$ cat config.mk
export PLATFORM = sky130hd
export DESIGN_NAME = sq_odd_accum
export DESIGN_NICKNAME = d
export VERILOG_FILES = /design/src/rtl/sq_odd_accum.sv
export SDC_FILE = /design/constraint.sdc
export NUM_CORES = 1
export LEC_CHECK = 0
export ABC_AREA = 1
export CAP_MARGIN = 20
export CORE_MARGIN = 4
export CORE_UTILIZATION = 51
export DETAILED_ROUTE_END_ITERATION = 10
export DONT_BUFFER_PORTS = 1
export PLACE_DENSITY = 0.66
export SETUP_SLACK_MARGIN = 0.05
export SYNTH_ARGS = -nofsm -noshare
export SYNTH_HDL_FRONTEND = slang
export SYNTH_SLANG_ARGS = --single-unit
$ cat constraint.sdc
create_clock -name clk -period 2.6 [get_ports clk]
set_input_delay 0.26 -clock clk [delete_from_list [all_inputs] [get_ports clk]]
set_output_delay 0.26 -clock clk [all_outputs]
set_load 0.05 [all_outputs]
$ cat src/rtl/sq_odd_accum.sv
module sq_odd_accum #(
  parameter int OPW = 4,
  localparam int RESW = 2 * OPW
) (
  input  logic            clk,
  input  logic            rst_n,
  input  logic            start,
  input  logic [OPW-1:0]  operand,
  output logic [RESW-1:0] result,
  output logic            done,
  output logic            busy
);
  localparam int ODDW  = OPW + 1;
  localparam int MAXV  = (1 << OPW) - 1;
  localparam int MAXSQ = MAXV * MAXV;

  logic [OPW-1:0]  n_q, cnt_q;
  logic [ODDW-1:0] odd_q;
  logic [RESW-1:0] acc_q;
  logic            busy_q, done_q;

  always_ff @(posedge clk) begin
    if (!rst_n) begin
      n_q    <= '0;
      cnt_q  <= '0;
      odd_q  <= ODDW'(1);
      acc_q  <= '0;
      busy_q <= 1'b0;
      done_q <= 1'b0;
    end else begin
      done_q <= 1'b0;
      if (!busy_q) begin
        if (start) begin
          n_q    <= operand;
          cnt_q  <= operand;
          acc_q  <= '0;
          odd_q  <= ODDW'(1);
          busy_q <= 1'b1;
        end
      end else if (cnt_q != '0) begin
        acc_q <= acc_q + RESW'(odd_q);
        odd_q <= odd_q + ODDW'(2);
        cnt_q <= cnt_q - 1'b1;
      end else begin
        busy_q <= 1'b0;
        done_q <= 1'b1;
      end
    end
  end

  assign result = acc_q;
  assign done   = done_q;
  assign busy   = busy_q;

  assert_no_overflow_R2: assert property (@(posedge clk) disable iff (!rst_n)
    acc_q <= RESW'(MAXSQ));

  assert_odd_tracks_R2: assert property (@(posedge clk) disable iff (!rst_n)
    done_q |-> odd_q == {n_q, 1'b1});

  assert_done_pulse_R4: assert property (@(posedge clk) disable iff (!rst_n)
    done_q |=> !done_q);

  assert_hold_R5: assert property (@(posedge clk) disable iff (!rst_n)
    (!busy_q && !start) |=> $stable(acc_q));

  assert_ignore_start_R6: assert property (@(posedge clk) disable iff (!rst_n)
    (busy_q && start) |=> $stable(n_q));

  assert_busy_done_R8: assert property (@(posedge clk) disable iff (!rst_n)
    done_q |-> !busy_q);
endmodule

==> metrics.sh <==
RESULT_OF_THE_RUN='finished clean'
FIN_HOLD_WS_NS=0.06023
GRT_OVERFLOW_TOTAL=0
SETUP.WORST_PATH.END_CLASS='register'
CRITPATHBUFINV=1
FLOORPLAN.ROWS=16
POWER_DENSITY_nW_PER_UM2=521.4
SYNTH_TOP_CELLS_BY_COUNT='nand2_1, dfxtp_1, inv_1'
FINALCRITPERIODSHARE_PCT=72.61
GP_ROUTABILITY_CONGESTION=0.8969
MIN_PERIOD_NS=1.888
TOP_LAYER='met4'
CRITICAL-PATH-SLOWEST-CELL='dfxtp_1'
TOTAL_OF_BUFFERS_PLACED_ON_INPUT_AND_OUTPUT_PORTS=0
FINALSETUPTNS_NS=0
GRT_SETUP_UNREPAIRED='false'
DIODES=0
POST-PLACE-WS_NS=0.7380
POST_SYNTH.CELL_AREA_AVG_SQ_UM=7.953
HOLDCRITPATHCLASS='input pin to register'
TRITONCTS='built'
CTS.REPAIR_TIMING.SETUP_BUFFER_COUNT=0
CTS_RESIZED=0
FINISH.INSTANCE_AREA_SQ_UM=1196
WORST_EP_REQUIRED_TIME_NS=2.81
CP_SLOWEST_STAGE_DELAY_NS=0.51
DRT_PRE_ANTENNA_ITERS=4
SYNTH_TOP_CELLS_BY_AREA='dfxtp_1, nand2_1, ha_1'
SYNTHESIS.AREA_SQ_UM=1137
YOSYSWARNINGCOUNT=0
HOLD_PATH_STARTPOINT='rst_n'
DPL-INSTANCE-AREA_SQ_UM=1169
GLOBAL_ROUTE.USAGE.TOTAL_PCT=15.42
ROUTE.MET2.WL_MM=1.065
SYNTH_TOP_AREA_SHARE_PCT=33.44
CAP_VIOL_MAX_COUNT=0
CLOCK.FMAX_MHz=529.7
FINAL_NETS=164
IR_DROP_mV=0.2778
TIMING.CRITICAL_PATH.FROM_TYPE='register'
ANTENNA_LEFT=0
YOSYSMOSTFREQUENTCELL='nand2_1'
FINAL_CORE_UTILIZATION_PCT=58.58
REPORT.POWER.TOTAL_uW=623.7
DETAIL_ROUTE.VIAS_PER_CELL=5.320
SLEW-LIMIT-HEADROOM_PCT=52.83
FIRST_PASS_GRT_WIRE_LENGTH_MM=3.884
PLACED_CELLS=171
SYN2LAYOUT_AREA_GROWTH_PCT=5.171
CRIT_PATH_CELL_TRACE='ha_1 > fa_1 > nand3_1 > nand2_1 > nand2_1 > nand2_1 > nand2_1 > nand2_1 > nand2_1 > inv_1'
CLOCK_TREE.ROOT_CELL='clkbuf_4'
CLOCK_TREE.BUFFER_DEPTH=2
CPLARGESTDELAYFAMILY='adder cells'
CLKTRANSATPATHREGS_NS=0.11
MAX_SLEW_VIOLATIONS=0
SETUP_VIOL_COUNT_FINAL=0
TIMING_WORST_SLEW_PIN_VALUE_NS=0.7066
INITIAL_UTILIZATION_PCT=55.70
INSERTION_DELAY_NS=0.30
DIE_AREA_SQ_UM=3050
LAYOUT.CELLS.NON_FILLER=175
SYNTH_FP_NETS=158
REPORT.FINAL.HOLD_VIOL_COUNT=0
CLOCK_H_TREE_LEVELS=1
LARGEST_NET_DEGREE_AT_THE_START_OF_GLOBAL_ROUTING=16
CLK_SKEW_NS=0.006912
SYNTH-ASYNC-RESET-RATIO_PCT=0
POST-SYNTH-TOP-AREA-CELL='dfxtp_1'
GRT_ANTENNA_BEFORE_REPAIR=0
FINAL.SETUP.WORST_SLACK_NS=0.7121
N_FILL_CELL=199
DRT-WIRELENGTH-PER-CELL_UM=12.50
NETLIST-CELL-TYPE-COUNT=27
VIA_COUNT_OF_THE_FIRST_GLOBAL_ROUTING_PASS=895
DRC=0
DIE_H_UM=55.23
SYNTHCELLS=143
CORE_SQ_UM=2042
DIE_W_UM=55.23
CLOCK_SINK_COUNT=19
VIAS=931
IO_PINS=17
POSTSYNTH.TOPFLOPCELL='dfxtp_1'
CTS_BUFFERS=3
SEQUENTIAL_CELL_AREA_SQ_UM=380.4
LAYOUT-DRIVE-GT1-SHARE_PCT=21.62
DETAIL_ROUTE.WIRELENGTH_MM=2.187
SYNTH_EDF_COUNT=0
BEGINNING_OF_THE_CRITICAL_PATH='result[0]'
MULTI_INPUT_AREA_SQ_UM=653.1
CTSHOLDBUFFERS=0
DRTITER0DRC=22
SYNTH_REGISTER_BITS=19
SYNTH.YOSYS.SEQ_AREA_SHARE_PCT=33.44
PATH_COMMON_CELL='nand2_1'
PATH_MAX_FANOUT=3
HPWL_MM=1.653
CP_DATA_ARRIVAL_TIME_NS=2.10
DRT-MET1-WL_UM=996
DR_WL_MET3_UM=112
TOTAL_LEAKAGE_POWER_nW=0.5489
CRIT-REG2REG-LAUNCH='result[0]'
WORSTSETUPPATHTYPE='register to register'
## sequential cells by signal, summed over array words and instances, names as in the netlist
name    count
result      8
odd_q       5
cnt_q       4
busy        1
done        1
## routing by layer
metal	GRT usage [%]	up-vias
li1	-	479
met1	17.33	428
met2	27.20	22
met3	4.196	2
met4	6.250	0
met5	0	-
## cell type report
| type | instances | share of cell area [%] |
|---|---|---|
| Inverter | 17 | 6.590 |
| Clock inverter | 1 | 0.4184 |
| Sequential cell | 19 | 31.80 |
| Multi-Input combinational cell | 105 | 54.60 |
| Tap cell | 27 | 2.824 |
| Timing Repair Buffer | 3 | 1.883 |
| Clock buffer | 3 | 1.883 |
## cells in the final DEF, fill, tap and decap left out, drive strengths merged
cell type | Yosys | routed
mux2i | 1 | 1
clkbuf | 0 | 3
a22oi | 1 | 1
nand2 | 44 | 44
a21oi | 15 | 15
inv | 16 | 16
ha | 7 | 7
or2 | 1 | 1
fa | 1 | 1
a211oi | 1 | 1
clkinv | 1 | 2
buf | 2 | 3
nand3 | 13 | 13
dfxtp | 19 | 19
nor3 | 1 | 1
nor2 | 7 | 7
xor2 | 4 | 4
nand3b | 2 | 2
o21ai | 7 | 7
## where the power goes
part           leakage (nW)  internal (mW)  switching, mW
sequential            0.155          0.308         0.0336
clock                0.0177         0.0572         0.0935
combinational         0.376         0.0462         0.0856
## path summary, 6_finish.rpt
| check | to | slack (ns) | cells after the start |
|---|---|---|---|
| worst max-delay path | result[6] | 0.71 | 10 |
| worst min-delay path | cnt_q[1] | 0.06 | 2 |
| worst max register to register | result[6] | 0.71 | 10 |
| worst min register to register | odd_q[0] | 0.45 | 2 |
## cell families after synthesis
logic type / Yosys count / share of synthesized area (%)
buffers and inverters: 19 / 9.132
muxes: 1 / 0.8801
adders and majority gates: 8 / 9.461
AOI/OAI and AO/OA: 24 / 13.97
xor gates and xnor gates: 4 / 3.080
and+or+nand+nor: 68 / 30.03
DFF: 19 / 33.44
Note: power is estimated with default switching activity, not from simulation.
